[src/rtl/spi_hunt_pkg.sv]
package spi_hunt_pkg;
  typedef enum logic [1:0] {
    PH_IDLE  = 2'd0,
    PH_HUNT  = 2'd1,
    PH_DATA  = 2'd2,
    PH_DRAIN = 2'd3
  } phase_e;
endpackage

[src/rtl/spi_sck_gen.sv]
// Fixed-divider mode-0 SCLK source; rise_o marks the edge where SCLK goes high.
module spi_sck_gen #(
  parameter int HALF_PER = 2
) (
  input  logic clk_i,
  input  logic rst_ni,
  input  logic run_i,
  output logic sclk_o,
  output logic rise_o
);
  localparam int CW = (HALF_PER > 1) ? $clog2(HALF_PER) : 1;
  localparam logic [CW-1:0] TERM = CW'(HALF_PER - 1);

  logic [CW-1:0] cnt_q, cnt_d;
  logic          sclk_q, sclk_d;
  logic          term;

  assign term = (cnt_q == TERM);

  always_comb begin
    cnt_d  = cnt_q;
    sclk_d = sclk_q;
    if (!run_i) begin
      cnt_d = '0;
    end else if (term) begin
      cnt_d  = '0;
      sclk_d = !sclk_q;
    end else begin
      cnt_d = cnt_q + CW'(1);
    end
  end

  always_ff @(posedge clk_i or negedge rst_ni) begin
    if (!rst_ni) begin
      cnt_q  <= '0;
      sclk_q <= 1'b0;
    end else begin
      cnt_q  <= cnt_d;
      sclk_q <= sclk_d;
    end
  end

  assign sclk_o = sclk_q;
  assign rise_o = run_i && term && !sclk_q;


  sclk_hold_chk: assert property (@(posedge clk_i) disable iff (!rst_ni)
    !run_i |=> $stable(sclk_o));
endmodule

[src/rtl/spi_word_shift.sv]
// Shifts POCI in MSB first and marks each word boundary for the selected size.
module spi_word_shift #(
  parameter int DATA_W  = 32,
  parameter int SHORT_W = 16
) (
  input  logic              clk_i,
  input  logic              rst_ni,
  input  logic              clear_i,
  input  logic              sample_i,
  input  logic              bit_i,
  input  logic              wide_i,
  output logic              word_done_o,
  output logic              last_bit_o,
  output logic              at_start_o,
  output logic [DATA_W-1:0] word_o
);
  localparam int BW = $clog2(DATA_W);
  localparam logic [BW-1:0] LAST_WIDE  = BW'(DATA_W - 1);
  localparam logic [BW-1:0] LAST_SHORT = BW'(SHORT_W - 1);

  logic [DATA_W-1:0] sh_q, sh_d, full;
  logic [BW-1:0]     cnt_q, cnt_d, last_idx;

  assign last_idx    = wide_i ? LAST_WIDE : LAST_SHORT;
  assign full        = {sh_q[DATA_W-2:0], bit_i};
  assign word_done_o = sample_i && (cnt_q == last_idx);
  assign last_bit_o  = bit_i;
  assign at_start_o  = (cnt_q == '0);
  assign word_o      = wide_i ? full
                              : {{(DATA_W-SHORT_W){1'b0}}, full[SHORT_W-1:0]};

  always_comb begin
    sh_d  = sh_q;
    cnt_d = cnt_q;
    if (clear_i) begin
      sh_d  = '0;
      cnt_d = '0;
    end else if (sample_i) begin
      sh_d  = full;
      cnt_d = word_done_o ? '0 : cnt_q + BW'(1);
    end
  end

  always_ff @(posedge clk_i or negedge rst_ni) begin
    if (!rst_ni) begin
      sh_q  <= '0;
      cnt_q <= '0;
    end else begin
      sh_q  <= sh_d;
      cnt_q <= cnt_d;
    end
  end


  bit_range_chk: assert property (@(posedge clk_i) disable iff (!rst_ni)
    cnt_q <= last_idx);
endmodule

[src/rtl/spi_ready_hunter.sv]
module spi_ready_hunter
  import spi_hunt_pkg::*;
#(
  parameter int CNT_W    = 8,
  parameter int HALF_PER = 2,
  parameter int DATA_W   = 32,
  parameter int SHORT_W  = 16
) (
  input  logic              clk_i,
  input  logic              rst_ni,
  input  logic              start_i,
  input  logic              wide_i,
  input  logic [CNT_W-1:0]  data_words_i,
  input  logic [CNT_W-1:0]  timeout_words_i,
  input  logic              poci_i,
  output logic              sclk_o,
  output logic              cs_no,
  output logic [DATA_W-1:0] rx_data_o,
  output logic              rx_valid_o,
  input  logic              rx_ready_i,
  output logic              hunting_o,
  output logic              streaming_o,
  output logic [CNT_W-1:0]  skipped_o,
  output logic              timeout_err_o
);
  localparam logic [CNT_W-1:0] ONE = CNT_W'(1);

  // asynchronous assert, synchronous release
  logic rst_meta_q, rst_n;
  always_ff @(posedge clk_i or negedge rst_ni) begin
    if (!rst_ni) begin
      rst_meta_q <= 1'b0;
      rst_n      <= 1'b0;
    end else begin
      rst_meta_q <= 1'b1;
      rst_n      <= rst_meta_q;
    end
  end

  phase_e            ph_q, ph_d;
  logic              wide_q, wide_d, err_q, err_d, valid_q, valid_d;
  logic [CNT_W-1:0]  words_q, words_d, limit_q, limit_d;
  logic [CNT_W-1:0]  skip_q, skip_d, dcnt_q, dcnt_d;
  logic [DATA_W-1:0] data_q, data_d;
  logic              run, rise, word_done, last_bit, at_start, clear;
  logic [DATA_W-1:0] word;

  spi_sck_gen #(.HALF_PER(HALF_PER)) u_sck (
    .clk_i(clk_i), .rst_ni(rst_n), .run_i(run), .sclk_o(sclk_o), .rise_o(rise)
  );

  spi_word_shift #(.DATA_W(DATA_W), .SHORT_W(SHORT_W)) u_shift (
    .clk_i(clk_i), .rst_ni(rst_n), .clear_i(clear), .sample_i(rise),
    .bit_i(poci_i), .wide_i(wide_q), .word_done_o(word_done),
    .last_bit_o(last_bit), .at_start_o(at_start), .word_o(word)
  );

  assign clear = (ph_q == PH_IDLE) && start_i;

  always_comb begin
    unique case (ph_q)
      PH_HUNT:  run = 1'b1;
      PH_DATA:  run = !(valid_q && at_start && !sclk_o);
      PH_DRAIN: run = sclk_o;
      default:  run = 1'b0;
    endcase
  end

  always_comb begin
    ph_d    = ph_q;
    wide_d  = wide_q;
    words_d = words_q;
    limit_d = limit_q;
    skip_d  = skip_q;
    dcnt_d  = dcnt_q;
    err_d   = err_q;
    data_d  = data_q;
    valid_d = valid_q;
    if (valid_q && rx_ready_i) valid_d = 1'b0;
    unique case (ph_q)
      PH_IDLE: if (start_i) begin
        ph_d    = PH_HUNT;
        wide_d  = wide_i;
        words_d = data_words_i;
        limit_d = timeout_words_i;
        skip_d  = '0;
        dcnt_d  = '0;
        err_d   = 1'b0;
      end
      PH_HUNT: if (word_done) begin
        if (last_bit) begin
          ph_d = (words_q == '0) ? PH_DRAIN : PH_DATA;
        end else begin
          skip_d = skip_q + ONE;
          if ((skip_q + ONE) >= limit_q) begin
            err_d = 1'b1;
            ph_d  = PH_DRAIN;
          end
        end
      end
      PH_DATA: if (word_done) begin
        data_d  = word;
        valid_d = 1'b1;
        dcnt_d  = dcnt_q + ONE;
        if ((dcnt_q + ONE) == words_q) ph_d = PH_DRAIN;
      end
      default: if (!sclk_o) ph_d = PH_IDLE;
    endcase
  end

  always_ff @(posedge clk_i or negedge rst_n) begin
    if (!rst_n) begin
      ph_q    <= PH_IDLE;
      wide_q  <= 1'b0;
      words_q <= '0;
      limit_q <= '0;
      skip_q  <= '0;
      dcnt_q  <= '0;
      err_q   <= 1'b0;
      data_q  <= '0;
      valid_q <= 1'b0;
    end else begin
      ph_q    <= ph_d;
      wide_q  <= wide_d;
      words_q <= words_d;
      limit_q <= limit_d;
      skip_q  <= skip_d;
      dcnt_q  <= dcnt_d;
      err_q   <= err_d;
      data_q  <= data_d;
      valid_q <= valid_d;
    end
  end

  assign cs_no         = (ph_q == PH_IDLE);
  assign rx_data_o     = data_q;
  assign rx_valid_o    = valid_q;
  assign hunting_o     = (ph_q == PH_HUNT);
  assign streaming_o   = (ph_q == PH_DATA);
  assign skipped_o     = skip_q;
  assign timeout_err_o = err_q;


  sclk_idle_chk: assert property (@(posedge clk_i) disable iff (!rst_n)
    cs_no |-> !sclk_o);

  rx_hold_chk: assert property (@(posedge clk_i) disable iff (!rst_n)
    (rx_valid_o && !rx_ready_i) |=> (rx_valid_o && $stable(rx_data_o)));

  no_overwrite_chk: assert property (@(posedge clk_i) disable iff (!rst_n)
    (word_done && ph_q == PH_DATA) |-> !valid_q);

  hunt_silent_chk: assert property (@(posedge clk_i) disable iff (!rst_n)
    $rose(rx_valid_o) |-> ($past(ph_q) == PH_DATA));

  wide_hold_chk: assert property (@(posedge clk_i) disable iff (!rst_n)
    (ph_q != PH_IDLE) |=> $stable(wide_q));

  count_bound_chk: assert property (@(posedge clk_i) disable iff (!rst_n)
    dcnt_q <= words_q);
endmodule

[config.mk]
export PLATFORM = sky130hd
export DESIGN_NAME = spi_ready_hunter
export DESIGN_NICKNAME = d
export VERILOG_FILES = /design/src/rtl/spi_hunt_pkg.sv /design/src/rtl/spi_sck_gen.sv /design/src/rtl/spi_word_shift.sv /design/src/rtl/spi_ready_hunter.sv
export SDC_FILE = /design/constraint.sdc
export NUM_CORES = 1
export LEC_CHECK = 0
export ABC_AREA = 1
export BUFFER_PORTS_ARGS = -buffer_cell sky130_fd_sc_hd__buf_2
export CAP_MARGIN = 5
export CORE_MARGIN = 1.5
export CORE_UTILIZATION = 50
export DETAILED_ROUTE_END_ITERATION = 7
export MAX_ROUTING_LAYER = met4
export PLACE_DENSITY = 0.74
export SLEW_MARGIN = 25
export SYNTH_ARGS = -nofsm -noshare
export SYNTH_HDL_FRONTEND = slang
export SYNTH_SLANG_ARGS = --single-unit
[constraint.sdc]
create_clock -name clk_i -period 3.2 [get_ports clk_i]
set_clock_uncertainty 0.05 [all_clocks]
set_input_delay 0.32 -clock clk_i [delete_from_list [all_inputs] [get_ports clk_i]]
set_output_delay 0.32 -clock clk_i [all_outputs]
set_load 0.02 [all_outputs]
==> impl_metrics.csv <==
group,metric,value,unit
outcome,status,"completed",
global_routing,grt_max_degree,56,
cts,cts_tree,"done",
global_routing,grt_busiest_layer,"met2",
routing,drt_wl_total,10.1,mm
global_routing,use_met1,27.7,%
routing,ant_nets,0,
timing,period_needed,2.56,ns
synth,postSynthCellCount,544,
routing,vias,3880,
placement,place.gp.congestion,0.936,
synth,syn_area,4970,um2
placement,dp.final_hpwl,7.16,mm
cts,clockBufferDepth,2,
final_layout,area_growth,13.5,%
placement,place_ws,0.698,ns
final_layout,drive_gt1_share,18.0,%
critical_path,arrival,2.78,ns
floorplan,initial_core_util,51.1,%
synth,ys_types,31,
floorplan,die_x,103,um
timing,rsz0062_at_grt,"false",
cts,cts_buffers,9,
floorplan,die_area,10600,um2
global_routing,antenna_found_initial,0,
placement,place_inst,731,
timing,setup_slack,0.636,ns
critical_path,reg2regPathDepth,15,
timing,timing.fmax,390,MHz
synth,synth-edff-count,0,
timing,finalCritPeriodShare,80.1,%
floorplan,chipHeight,103,um
power,p_leak,2.79,nW
critical_path,crit_end,"ph_q[0]$_DFFE_PN0P_",
global_routing,overflow,0,
final_layout,nFillCells,883,
timing,maxSlewHeadroom,51.8,%
timing,hold_viol,0,
global_routing,met2_usage,33.3,%
cts,clk_latency,0.37,ns
final_layout,nNetsFinal,648,
critical_path,start_kind,"flip-flop",
floorplan,core_area,9730,um2
synth,synthFlopType,"dfrtp_1",
cts,clkTransAtPathRegs,0.10,ns
critical_path,crit_start,"skipped_o[0]$_DFFE_PN0P_",
final_layout,final_area,5640,um2
timing,slew_viol_final,0,
global_routing,grt_pass1_vias,3654,
routing,drt_iter0_markers,139,
critical_path,worstReg2RegEnd,"ph_q[0]$_DFFE_PN0P_",
critical_path,required,3.41,ns
critical_path,cp_max_fo,6,
critical_path,cp-end-kind,"flip-flop",
timing,tightest_slew,0.723,ns
final_layout,num_antenna_cells,0,
floorplan,io_pins,68,
power,ir_worst_vdd,0.000422,V
global_routing,track_usage,21.2,%
run,drv_cap,0,
cts,htreeDepth,3,
synth,syn_nets,582,
placement,place_area,5440,um2
global_routing,grt_pass1_wl,16.8,mm
routing,firstDrtPassIters,4,
routing,drt-wirelength-per-cell,13.5,um
timing,finalSetupTns,0,ns
critical_path,r2r_setup_slack,0.64,ns
cts,post_cts_buffers,0,
routing,drcViolationCount,0,
floorplan,num_rows,36,
timing,setup_viol,0,
critical_path,path_class,"reg2reg",
synth,synth_area_per_cell,9.14,um2
synth,ys_ff_latch,109,
global_routing,grt_use_met3,3.86,%
power,power_density,647,nW/um2
critical_path,reg2reg_from,"skipped_o[0]$_DFFE_PN0P_",
routing,vias_per_cell,5.19,
min_path,hold_path_class,"in2reg",
placement,portBuffers,67,
cts,root_buffer,"clkbuf_8",
synth,yosysWarnings,0,
synth,synth_seq_area_share,54.9,%
synth,synthArstFlopShare,100,%
cts,cts.sinks,109,
final_layout,stdcell_count,748,
synth_stat cells (2+ instances only):
cell      count  area [um2]
o21ai_1       6        30.0
nor2_1       20        75.1
a21oi_1      10        50.1
o22ai_1      36         225
buf_2         8        40.0
nor3_1        3        15.0
nand3_1      30         150
clkbuf_1      6        22.5
o21ai_0      43         215
dfrtp_1     109        2730
o31ai_2      11         138
ha_1         16         200
o31ai_1      10        75.1
o21a_1        2        15.0
xor2_1        6        52.6
nand2_1     125         469
inv_1        81         304
buf_1         2        7.51
buf_6         3        33.8
nand4_1       3        18.8
inv_2         4        15.0
worst max-delay path: stages, from the launching register on:
cell and delay (ns):
dfrtp_1 0.44, nand3_1 0.16, nor3_1 0.26, nand2_1 0.10, xor2_1 0.18, inv_1 0.07, ha_1 0.31, nand2_1 0.07
nor2_1 0.15, nand4_1 0.09, nand3_1 0.12, nor3_1 0.06, nor2_1 0.18, nand2_1 0.10, nand2_1 0.07, nand2_1 0.04
cells by family after synthesis:
kind of cell / Yosys count / share of synthesized area [%]
xor gates and xnor gates: 7 / 1.23
DFF: 109 / 54.9
buffers and inverters: 104 / 8.51
adders and majority gates: 16 / 4.03
other: 1 / 0.0754
and+or+nand+nor: 186 / 15.8
AOI/OAI and AO/OA: 121 / 15.6
repair_timing:
action / in CTS / in global routing
gates resized for setup: 0 / 0
endpoints found under the setup margin: 0 / 0
hold buffers: 1 / 0
endpoints found under the hold margin: 2 / 0
placed cells by master (no fill, tap or decap), drive strengths merged, types with 9 or more instances in the layout:
master / netlist / final
nand2: 126 / 126
o22ai: 36 / 36
o31ai: 21 / 21
a21oi: 11 / 11
inv: 85 / 88
nand3: 31 / 31
ha: 16 / 16
o21ai: 49 / 49
nor2: 21 / 21
dfrtp: 109 / 109
clkbuf: 6 / 9
buf: 13 / 73
metrics by stage:
step,hold WS (ns),utilization [%],power [mW]
after floorplan,-0.0256,-,2.55
after global placement,0.0551,56.0,2.83
after detailed placement,0.0555,56.0,2.87
after CTS,0.0676,58.0,3.68
after global routing,0.0736,58.0,3.93
final,0.0835,58.0,3.65
area by class of cell:
type,instances,area [um2],area share [%]
tap,133,166,2.95
multi-input combinational,331,1820,32.3
sequential,109,2730,48.4
inverter,85,319,5.65
timing repair buffer,74,415,7.36
clock buffer,9,124,2.19
clock inverter,7,66.3,1.17
flip-flops by register name, indices dropped and copies added (netlist names), 2 cells and up:
signal         flops
u_shift.cnt_q      5
words_q            8
rx_data_o         32
ph_q               2
dcnt_q             8
u_shift.sh_q      31
limit_q            8
skipped_o          8
report_power, final:
group	switching, mW	internal (mW)	total [mW]
clock	0.498	0.301	0.799
combinational	0.816	0.364	1.18
sequential	0.126	1.55	1.67
metal layers:
layer  part of all wire [%]  vias up
met4                    1.7        0
met2                     47      105
met1                     47     1845
met3                    4.5       16
met5                      0        -
li1                       -     1914
worst min-delay path by stage:
stage	start	slack, ns	cells past startpoint	to
floorplan	rst_ni	-0.03	0	rst_meta_q$_DFF_PN0_
finish	rx_ready_i	0.08	2	rx_valid_o$_DFF_PN0_
global placement	rst_ni	0.06	1	rst_meta_q$_DFF_PN0_
detailed placement	rst_ni	0.06	1	rst_meta_q$_DFF_PN0_
global route	rx_ready_i	0.07	2	rx_valid_o$_DFF_PN0_
CTS	rx_ready_i	0.07	2	rx_valid_o$_DFF_PN0_
(Power assumes the default switching activity.)
